## config.mk

```make
export PLATFORM = sky130hd
export DESIGN_NAME = byte_word_packer
export DESIGN_NICKNAME = d
export VERILOG_FILES = /design/src/rtl/bwp_pkg.sv /design/src/rtl/bwp_lane_pick.sv /design/src/rtl/bwp_parity_chk.sv /design/src/rtl/bwp_assembler.sv /design/src/rtl/byte_word_packer.sv
export SDC_FILE = /design/constraint.sdc
export NUM_CORES = 1
export LEC_CHECK = 0
export CORE_ASPECT_RATIO = 0.75
export CORE_MARGIN = 2
export CORE_UTILIZATION = 49
export CTS_CLUSTER_DIAMETER = 30
export DETAILED_ROUTE_END_ITERATION = 16
export PLACE_DENSITY = 0.9
export SYNTH_ARGS = -nofsm -noshare
export SYNTH_HDL_FRONTEND = slang
export SYNTH_SLANG_ARGS = --single-unit
export TNS_END_PERCENT = 10
```

## constraint.sdc

```tcl
create_clock -name clk -period 2.9 [get_ports clk]
set_input_delay 0.87 -clock clk [delete_from_list [all_inputs] [get_ports clk]]
set_output_delay 0.87 -clock clk [all_outputs]
set_load 0.005 [all_outputs]
```

## src/rtl/bwp_pkg.sv

```systemverilog
// Package: shared sizes, the swap mode type and the placement mask.
// Assumes four bytes per word; the mask arithmetic relies on that.
package bwp_pkg;
    localparam int BYTE_W = 9;
    localparam int BYTES  = 4;

    typedef enum logic [1:0] {
        SWAP_NONE    = 2'b00,
        SWAP_REVERSE = 2'b01,
        SWAP_HALVES  = 2'b10,
        SWAP_INNER   = 2'b11
    } swap_e;

    // Position of the k-th byte is k XOR mask, where mask = -mode mod 4.
    function automatic logic [1:0] swap_mask(input logic [1:0] mode);
        return 2'b00 - mode;
    endfunction
endpackage

```

## src/rtl/bwp_lane_pick.sv

```systemverilog
// Module: picks the data byte and the parity-checked lane from the port.
// Assumes the big lane is the top byte; the little data lane is the bottom
// byte and the little parity lane is the byte above it.
module bwp_lane_pick #(
    parameter int BYTE_W = 9,
    parameter int BYTES  = 4
) (
    input  logic [BYTE_W*BYTES-1:0] din,
    input  logic                    big_lane,
    output logic [BYTE_W-1:0]       data_byte,
    output logic [BYTE_W-1:0]       par_bits
);
    localparam int BIG_LO    = (BYTES - 1) * BYTE_W;
    localparam int LIT_LO    = 0;
    localparam int LIT_PAR_LO = BYTE_W;

    // Select the data lane and the parity lane from the lane select.
    always_comb begin
        data_byte = big_lane ? din[BIG_LO +: BYTE_W] : din[LIT_LO +: BYTE_W];
        par_bits  = big_lane ? din[BIG_LO +: BYTE_W] : din[LIT_PAR_LO +: BYTE_W];
    end
endmodule

```

## src/rtl/bwp_parity_chk.sv

```systemverilog
// Module: odd/even parity checker over one lane.
// Assumes odd_sel = 1 means the lane must hold an odd count of ones.
module bwp_parity_chk #(
    parameter int W = 9
) (
    input  logic [W-1:0] bits,
    input  logic         odd_sel,
    output logic         err
);
    logic ones_odd;

    // Flag an error when the count parity disagrees with the selection.
    always_comb begin
        ones_odd = ^bits;
        err      = odd_sel ? !ones_odd : ones_odd;
    end
endmodule

```

## src/rtl/bwp_assembler.sv

```systemverilog
// Module: counts accepted bytes, places each into its swap position and
// emits the completed word with a one-cycle push.
// Assumes take is already qualified; mode is sampled on the first byte.
module bwp_assembler
    import bwp_pkg::*;
#(
    parameter int BYTE_W = 9,
    parameter int BYTES  = 4
) (
    input  logic                    clk,
    input  logic                    rst_n,
    input  logic                    take,
    input  logic [1:0]              mode_in,
    input  logic [BYTE_W-1:0]       byte_in,
    output logic                    push,
    output logic [BYTE_W*BYTES-1:0] word
);
    localparam int CNT_W  = $clog2(BYTES);
    localparam int WORD_W = BYTE_W * BYTES;

    logic [CNT_W-1:0]  cnt_q;
    logic [1:0]        mode_q;
    logic [1:0]        mode_use;
    logic [CNT_W-1:0]  pos;
    logic              first_b;
    logic              last_b;
    logic [BYTE_W-1:0] part_q [BYTES];
    logic [BYTE_W-1:0] part_n [BYTES];
    logic [WORD_W-1:0] word_n;
    logic              push_q;
    logic [WORD_W-1:0] word_q;

    // Decode where the incoming byte lands in the word.
    always_comb begin
        first_b  = (cnt_q == '0);
        last_b   = (cnt_q == CNT_W'(BYTES - 1));
        mode_use = first_b ? mode_in : mode_q;
        pos      = cnt_q ^ CNT_W'(swap_mask(mode_use));
    end

    genvar gi;
    generate
        for (gi = 0; gi < BYTES; gi++) begin : g_lane
            // Next value of this position: the new byte if it lands here.
            always_comb begin
                part_n[gi] = (take && pos == CNT_W'(gi)) ? byte_in : part_q[gi];
                word_n[(BYTES-1-gi)*BYTE_W +: BYTE_W] = part_n[gi];
            end

            // Hold the partial byte, cleared on reset and on word completion.
            always_ff @(posedge clk) begin
                if (!rst_n) begin
                    part_q[gi] <= '0;
                end else if (take) begin
                    part_q[gi] <= last_b ? '0 : part_n[gi];
                end
            end
        end
    endgenerate

    // Byte counter and captured swap mode.
    always_ff @(posedge clk) begin
        if (!rst_n) begin
            cnt_q  <= '0;
            mode_q <= 2'b00;
        end else if (take) begin
            cnt_q <= cnt_q + 1'b1;
            if (first_b) begin
                mode_q <= mode_in;
            end
        end
    end

    // Completed word register and one-cycle push strobe.
    always_ff @(posedge clk) begin
        if (!rst_n) begin
            push_q <= 1'b0;
            word_q <= '0;
        end else begin
            push_q <= take && last_b;
            if (take && last_b) begin
                word_q <= word_n;
            end
        end
    end

    assign push = push_q;
    assign word = word_q;
endmodule

```

## src/rtl/byte_word_packer.sv

```systemverilog
// Module: top of the byte-to-word packer. Qualifies port writes, routes
// size code 11 to the mailbox and the rest to the assembler, and reports
// parity of the active lane.
// Assumes the FIFO full flag is valid at the port clock edge.
module byte_word_packer
    import bwp_pkg::*;
#(
    parameter int BYTE_W = bwp_pkg::BYTE_W,
    parameter int BYTES  = bwp_pkg::BYTES
) (
    input  logic                    clk,
    input  logic                    rst_n,
    input  logic                    sel_n,
    input  logic                    wr_mode,
    input  logic                    en,
    input  logic [1:0]              size_code,
    input  logic [1:0]              swap_mode,
    input  logic                    big_lane,
    input  logic                    odd_par,
    input  logic [BYTE_W*BYTES-1:0] din,
    input  logic                    fifo_full,
    output logic                    fifo_push,
    output logic [BYTE_W*BYTES-1:0] fifo_word,
    output logic [BYTE_W*BYTES-1:0] mbox_data,
    output logic                    par_err
);
    localparam int WORD_W = BYTE_W * BYTES;
    localparam logic [1:0] SIZE_MBOX = 2'b11;

    logic              access;
    logic              mbox_hit;
    logic              byte_take;
    logic [BYTE_W-1:0] data_byte;
    logic [BYTE_W-1:0] par_bits;
    logic [WORD_W-1:0] mbox_q;

    // Qualify a port write and split it into mailbox and byte traffic.
    always_comb begin
        access    = !sel_n && wr_mode && en;
        mbox_hit  = access && (size_code == SIZE_MBOX);
        byte_take = access && (size_code != SIZE_MBOX) && !fifo_full;
    end

    bwp_lane_pick #(.BYTE_W(BYTE_W), .BYTES(BYTES)) u_pick (
        .din       (din),
        .big_lane  (big_lane),
        .data_byte (data_byte),
        .par_bits  (par_bits)
    );

    bwp_parity_chk #(.W(BYTE_W)) u_par (
        .bits    (par_bits),
        .odd_sel (odd_par),
        .err     (par_err)
    );

    bwp_assembler #(.BYTE_W(BYTE_W), .BYTES(BYTES)) u_asm (
        .clk     (clk),
        .rst_n   (rst_n),
        .take    (byte_take),
        .mode_in (swap_mode),
        .byte_in (data_byte),
        .push    (fifo_push),
        .word    (fifo_word)
    );

    // Mailbox register: loads the whole port on a size-11 write.
    always_ff @(posedge clk) begin
        if (!rst_n) begin
            mbox_q <= '0;
        end else if (mbox_hit) begin
            mbox_q <= din;
        end
    end

    assign mbox_data = mbox_q;
endmodule

```

# After elaboration in Yosys (flattened, before gate mapping)
# Memory sizes are Yosys's and may differ from the RTL's.
# Cells that the tools add are included.
dict set report op_classes {
  n_div 0
  magnitude_cmp 0
  mul 0
  mux 20
  n_eq_ne 6
  addsub 2
  bitwise_logic 5
  n_reduce_logical 16
  n_shift 0
}
# op count
set ops {}
lappend ops {{$mux W9} 14}
lappend ops {{$logic_and A1 B1 Y1} 10}
lappend ops {{$reduce_xor A9 Y1} 1}
lappend ops {{$eq A2 B2 Y1 const B} 4}
lappend ops {{$mux W1} 5}
lappend ops {{$logic_not A2 Y1} 2}
lappend ops {{$or A1 B1 Y1} 4}
lappend ops {{$logic_not A1 Y1} 3}
lappend ops {{$add A2 B1 Y2 const B} 1}
lappend ops {{$eq A2 B1 Y1 const B} 1}
lappend ops {{$mux W2} 1}
lappend ops {{$ne A2 B2 Y1 const B} 1}
lappend ops {{$sub A1 B2 Y2 const A} 1}
lappend ops {{$xor A2 B2 Y2} 1}
dict set report word_totals {
  reg_bits 77
  latchBits 0
  output_inout_bits 74
  word_cells 55
  romBits 0
  ram_bits 36
  n_memories 1
}
# name words width read_ports rd_clocked_by_memory_dff wr line_no
set memory_table {}
lappend memory_table {u_asm.part_q 4 9 4 0 4 bwp_assembler.sv:27} ;# logic [BYTE_W-1:0] part_q [BYTES];

# Longest topological paths before layout
# Gate-level depths: netlist of the first run.
dict set report depth {
  ltp_word 9
  ltp_mapped 8
  ltp_nobuf 7
}

# Cells and area by module
# From an unflattened synthesis of the first run, not the netlist that was laid out.
dict set report unflattened {
  cells_unflattened 520
  hier_area_um2 5402.7
}
# module n_inst cells_each area_each_um2
set modules_own_cells {}
lappend modules_own_cells {bwp_assembler 1 333 3540.9}
lappend modules_own_cells {byte_word_packer 1 159 1498.9}
lappend modules_own_cells {bwp_lane_pick 1 20 271.5}
lappend modules_own_cells {bwp_parity_chk 1 8 91.3}

# Worst setup path after synthesis of the first run
# Ideal clock, no wire load.
dict set report synth_path {
  path_kind {input-to-output}
  startpoint {input big_lane}
  endpoint {output par_err}
  arrival_time_ns 1.876
  cell_stages 6
  setup_slack_ns 0.154
  path_buffers 2
  required_time_ns 2.030
  cell_sequence {clkbuf_1 -> buf_2 -> nor2_1 -> a21oi_1 -> xnor2_1 -> xnor2_1}
}
dict set report synth_via {
  elab_chain_len 4
}
# item line_no
set synth_lines {}
lappend synth_lines {{from (decl)} byte_word_packer.sv:18} ;# input logic big_lane,
lappend synth_lines {{$mux W9 (*)} bwp_lane_pick.sv:20} ;# par_bits = big_lane ? din[BIG_LO +: BYTE_W] : din[LIT_PAR_LO +: BYTE_W];
lappend synth_lines {{$reduce_xor A9 Y1 (*)} bwp_parity_chk.sv:14} ;# ones_odd = ^bits;
lappend synth_lines {{$logic_not A1 Y1} bwp_parity_chk.sv:15} ;# err = odd_sel ? !ones_odd : ones_odd;
lappend synth_lines {{$mux W1 (*)} bwp_parity_chk.sv:15}
lappend synth_lines {{to (decl)} byte_word_packer.sv:25} ;# output logic par_err
# Every way passes the cells marked *; elsewhere a longest branch is shown, timed or not.

# Worst setup path after layout of the first run
dict set report layout_path {
  startpoint {input odd_par}
  endpoint {output par_err}
}
dict set report layout_via {
  elab_chain_len 1
}
# item line_no
set layout_lines {}
lappend layout_lines {{from (decl)} byte_word_packer.sv:19} ;# input logic odd_par,
lappend layout_lines {{$mux W1} bwp_parity_chk.sv:15}
# Every way passes these cells.

==> results of run 1 <==
-- final timing paths --
kind / from / to / slack [ns] / cells past startpoint
worst max-delay path: odd_par / par_err / 0.02 / 5
worst min-delay path: u_asm.word[35] / u_asm.word[35] / 0.45 / 2
worst max register to register: u_asm.cnt_q[1] / u_asm.part_q[0][16] / 0.23 / 6
worst min register to register: u_asm.word[35] / u_asm.word[35] / 0.45 / 2
-- state kept, by name, indices dropped and copies added (netlist names) --
signal        flops
u_asm.cnt_q       2
u_asm.mode_q      2
mbox_data        36
u_asm.word       36
u_asm.part_q     36
u_asm.push        1
-- tightest hold or removal path: cells and delay by family (launching register included) --
kind            cells  cell delay, ns
flops               1            0.32
simple gates        1            0.05
compound gates      1            0.05
-- per-stage QoR --
| stage | setup slack [ns] | std cells | utilization | hold slack (ns) | total power [mW] |
|---|---|---|---|---|---|
| floorplan | 0.1542 | 502 | - | 0.4495 | 1.903 |
| global placement | -0.6693 | 748 | 0.6564 | 0.4405 | 2.064 |
| detailed placement | -0.8124 | 748 | 0.6564 | 0.4416 | 2.078 |
| CTS | 0.008685 | 780 | 0.7160 | 0.4524 | 4.126 |
| global route | -0.05840 | 780 | 0.7155 | 0.4650 | 4.229 |
| finish | 0.02193 | 780 | 0.7155 | 0.4490 | 4.134 |
-- Yosys cell counts, drive strengths merged --
master  count
mux2i       7
nor2        6
nand2     116
nor3       72
nand3b      1
a211oi      1
clkinv      1
mux2        9
ha          2
xor2        8
o31ai      36
dfxtp      77
nand3       3
a211o       1
xnor2      11
and3        1
edfxtp     36
buf        12
clkbuf     20
a21oi      77
inv         5
-- logic make-up after synthesis --
kind of cell | after synthesis | share of synthesized area
AND/OR/NAND/NOR | 199 | 0.1814
buffers and inverters | 38 | 0.04156
AO/OA/AOI/OAI | 115 | 0.1508
multiplexers | 16 | 0.03848
flip-flops | 113 | 0.5377
adder cells (fa/ha/maj) | 2 | 0.005130
XOR/XNOR | 19 | 0.04489
-- layer usage --
layer,global-route usage,vias to the layer above,part of all wire
li1,-,2055,-
met1,0.3364,2178,0.39
met2,0.4473,250,0.48
met3,0.09848,67,0.086
met4,0.1419,0,0.040
met5,0,-,0
-- what timing repair did --
item	in CTS	in global routing
pin swaps	11	8
resized for setup	50	7
buffers inserted	0	0
setup endpoints to repair	1	19
gates cloned	0	0
-- power by group through the flow --
stage | logic, mW | clock network (mW) | registers (mW)
floorplan | 0.198 | 0 | 1.71
global placement | 0.359 | 0 | 1.70
finish | 0.373 | 2.08 | 1.68
detailed placement | 0.371 | 0 | 1.71
CTS | 0.364 | 2.09 | 1.68
global route | 0.391 | 2.16 | 1.68
-- layout make-up --
cell class	instances	area, um^2
fillers	629	2748
flip-flops and latches	113	2623
multi-input cells	351	2083
repair buffers	146	1415
clock buffers	29	561.8
well taps	132	165.2
clock inverters	3	40.04
inverters	6	22.52
==> flow_summary.yaml, run 1 <==
grt:
  antenna_found_initial: 0
  grt_max_degree: 41
  grt.overflow.total: 0
  grt_pass1_wl_mm: 23.47
  grt_pass1_vias: 4603
  grt_usage: 0.2805
synthesis:
  syn_inst: 502
  ys_types: 33
  syn_area_per_cell_um2: 9.715
  synth.top_cell.area_share: 0.3161
  synth_area_um2: 4877
  synthTopCellsByArea: "dfxtp_1 (32%), edfxtp_1 (22%), nand2_1 (8.8%), nor3_1 (7.4%), a21oi_1 (6.7%)"
  ys_seq_area_frac: 0.5377
  yosys_warnings: 0
  syn_nets: 552
  synth_seq_cells: 113
  synth_top_area_cell: "dfxtp_1"
floorplan:
  die_h_um: 90.40
  row_count: 31
  die_x_um: 119.2
  num_io_pins: 122
  dieArea_um2: 10780
  initial_core_util: 0.5050
  core_um2: 9658
critical_path:
  cp-start-kind: "primary input"
  crit_path_max_fanout: 1
  cp_slowest_stage_delay_ns: 0.43
  crit_slowest_cell: "clkdlybuf4s50_1"
  worst-path-buf-inv: 2
  cpLargestDelayFamily: "XOR/XNOR gates"
  required_ns: 2.03
  path_cells: "clkdlybuf4s50_1 > xnor2_1 > xnor2_2 > xnor2_1 > buf_2"
  path_class: "primary input to output port"
  path_common_cell: "xnor2_1"
  cp-end-kind: "output port"
  arrival_ns: 2.01
power:
  power_frac_clock: 0.504
  seq_power_share: 0.406
  ir_worst_vdd_mv: 0.5005
  pwr-share-comb: 0.090
  leakage_nw: 2.438
  power.density_nw_per_um2: 598.2
  intPower_mw: 3.210
  p_sw_frac: 0.2235
  net-switching-power_uw: 924.0
clock_tree:
  cts_buffers: 17
  cts_root_buffer: "clkbuf_16"
  tritoncts: "yes"
  cts_sinks: 113
  insertion_delay_ns: 0.41
  clockBufferDepth: 2
  cts_hold_buf: 0
  htree_levels: 4
  cts.clk_slew.worst_paths_ns: 0.05
detailed_routing:
  wl_mm: 15.00
  drc: 0
  vias: 4550
  viasPerCell: 5.833
  drt_iter0_markers: 407
  wire_per_inst_um: 19.23
  ant_nets: 0
  first_pass_iters: 5
timing:
  skew_ns: 0.009655
  relSlewSlack: 0.3398
  finalHoldViolCount: 0
  tightest_slew_ns: 0.9902
  fin_crit_sh: 0.9924
  setup_violations: 0
  rsz0062_at_grt: "true"
  fin_tns_setup_ns: 0
  finalCriticalPeriod_ns: 2.878
  maxSlewViolCount: 0
  fmax_ghz: 0.3475
placement:
  place_congestion: 0.9413
  placed_cell_area_um2: 6340
  dp_hpwl_mm: 9.641
  port-buffer-count: 121
run:
  max_cap_viol_count: 0
finish:
  layout_common_cells: "nand2_1 (114), clkdlybuf4s50_1 (101), dfxtp_1 (77), nor3_1 (72), a21oi_1 (62)"
  syn2layout_area_growth_pct: 41.69
  drive_above_1_share: 0.1636
  num_antenna_cells: 0
  layout_commonest_cell: "nand2_1"
  final_cell_area_um2: 6910
  finish.net_count: 685
outcome:
  status: "completed"
hold_path:
  min_path_type: "flop to flop"
Power figures use the tool's default switching activity.
==> run 2: changes to the inputs <==
--- a/config.mk
+++ b/config.mk
@@ -11,6 +11,7 @@
 export CTS_CLUSTER_DIAMETER = 30
 export DETAILED_ROUTE_END_ITERATION = 16
 export PLACE_DENSITY = 0.9
+export RECOVER_POWER = 50
 export SYNTH_ARGS = -nofsm -noshare
 export SYNTH_HDL_FRONTEND = slang
 export SYNTH_SLANG_ARGS = --single-unit
==> run 2 against run 1 <==
  * Power shrank 0.18%
  * First-iteration DRC count shrank 6.6%
  * Wire length is essentially flat
  * Clock power is essentially flat
  * Hold slack lost 0.0058 ns
  * Fmax grew 0.11%
  * Die area is the same
  * Flip-flop and latch count is the same
  * Count of clock-buffer cells in the layout is the same
  * Critical path depth is the same
  * Non-clock buffer count is the same
  * Core utilization shrank 0.41 points
  * Largest power group unchanged
==> flow_summary.yaml, run 2 (synthesized netlist as in run 1, its figures left out) <==
critical_path:
  r2r_cells: 6
  crit_path_max_fanout: 1
  path_common_cell: "xnor2_1"
  startpoint: "odd_par"
  path_cells: "clkdlybuf4s50_1 > xnor2_1 > xnor2_2 > xnor2_1 > buf_2"
  required_ns: 2.03
  r2r_start: "u_asm.cnt_q[1]"
  path_class: "primary input to output port"
  worst-path-buf-inv: 2
  cp_num_cells: 5
  cp-start-kind: "primary input"
  crit_slowest_cell: "clkdlybuf4s50_1"
  cpLargestDelayFamily: "XOR/XNOR gates"
  cp_slowest_stage_delay_ns: 0.43
  cp-end-kind: "output port"
  arrival_ns: 2.00
timing:
  tightest_slew_ns: 0.9935
  relSlewSlack: 0.3376
  fmax_ghz: 0.3478
  finalHoldViolCount: 0
  skew_ns: 0.009423
  finalCriticalPeriod_ns: 2.875
  hold-worst-slack_ns: 0.4432
  setup_ws_ns: 0.02519
  fin_crit_sh: 0.9913
  setup_violations: 0
  rsz0062_at_grt: "true"
  fin_tns_setup_ns: 0
  maxSlewViolCount: 0
clock_tree:
  cts_hold_buf: 0
  cts.clk_slew.worst_paths_ns: 0.05
  tritoncts: "yes"
  insertion_delay_ns: 0.42
  cts_sinks: 113
  htree_levels: 4
  clockBufferDepth: 2
  cts_buffers: 17
  cts_root_buffer: "clkbuf_16"
finish:
  n_fill_cell: 634
  layout_commonest_cell: "nand2_1"
  instances_no_fill: 780
  finish.net_count: 685
  layout_common_cells: "nand2_1 (114), dfxtp_1 (77), nor3_1 (72), dlygate4sd3_1 (69), a21oi_1 (62)"
  num_antenna_cells: 0
  drive_above_1_share: 0.1605
  syn2layout_area_growth_pct: 40.87
  final_util: 0.7114
detailed_routing:
  first_pass_iters: 5
  drc: 0
  wl_met1_mm: 5.937
  ant_nets: 0
  wl_mm: 15.01
  top_layer: "met4"
  wl_met3_mm: 1.266
  dr_wl_met2_mm: 7.194
  vias: 4566
  viasPerCell: 5.854
  wire_per_inst_um: 19.25
  drt_iter0_markers: 380
grt:
  grt_pass1_vias: 4603
  grt.overflow.total: 0
  grt_usage: 0.2805
  antenna_found_initial: 0
  grt_pass1_wl_mm: 23.47
  grt_max_degree: 41
hold_path:
  hp-start: "u_asm.word[35]"
  hold_depth: 2
  min_path_type: "flop to flop"
placement:
  dp_hpwl_mm: 9.641
  pre_cts_ws_ns: -0.8124
  place_congestion: 0.9413
  port-buffer-count: 121
  dp.cells: 748
floorplan:
  dieArea_um2: 10780
  die_x_um: 119.2
  row_count: 31
  die_h_um: 90.40
  num_io_pins: 122
  initial_core_util: 0.5050
  core_um2: 9658
power:
  ir_worst_vdd_mv: 0.4990
  power.density_nw_per_um2: 600.6
  leakage_nw: 2.657
outcome:
  status: "completed"
run:
  max_cap_viol_count: 0
-- run 2: worst paths after layout --
check	end	slack, ns
setup / recovery	par_err	0.03
hold / removal	u_asm.word[35]	0.44
setup reg to reg	u_asm.part_q[0][16]	0.21
hold reg to reg	u_asm.word[35]	0.44
-- run 2: area by class of cell --
cell class / count / area [um^2] / share of cell area
Timing Repair Buffer: 146 / 1396 / 0.2032
Tap cell: 132 / 165.2 / 0.02404
Multi-Input combinational cell: 351 / 2062 / 0.3001
Sequential cell: 113 / 2623 / 0.3817
Clock buffer: 29 / 561.8 / 0.08177
Inverter: 6 / 22.52 / 0.003278
Clock inverter: 3 / 40.04 / 0.005828
-- run 2: metal layers --
layer / global-route usage / up-vias
li1: - / 2058
met1: 0.3364 / 2187
met2: 0.4473 / 256
met5: 0 / -
met4: 0.1419 / 0
met3: 0.09848 / 65
-- run 2: power by group --
| part | switching, mW | internal, mW |
|---|---|---|
| sequential | 0.0131 | 1.66 |
| clock | 0.697 | 1.39 |
| combinational | 0.212 | 0.155 |
| total | 0.922 | 3.20 |
-- run 2: tightest hold or removal path: cells and delay by family (launching register included) --
kind	cells	cell delay, ns
simple gates	1	0.05
compound gates	1	0.05
flops	1	0.32
-- run 2: per-stage QoR --
step	power [mW]	area [um^2]
6_report	4.126	6870
2_1_floorplan	1.903	4877
3_5_place_dp	2.078	6340
4_1_cts	4.126	6915
5_1_grt	4.222	6870
3_3_place_gp	2.064	6340
-- run 2: what timing repair did --
| action | CTS | global route |
|---|---|---|
| resized for setup | 50 | 7 |
| pin swaps | 11 | 8 |
| setup buffers | 0 | 0 |
| setup endpoints to repair | 1 | 19 |
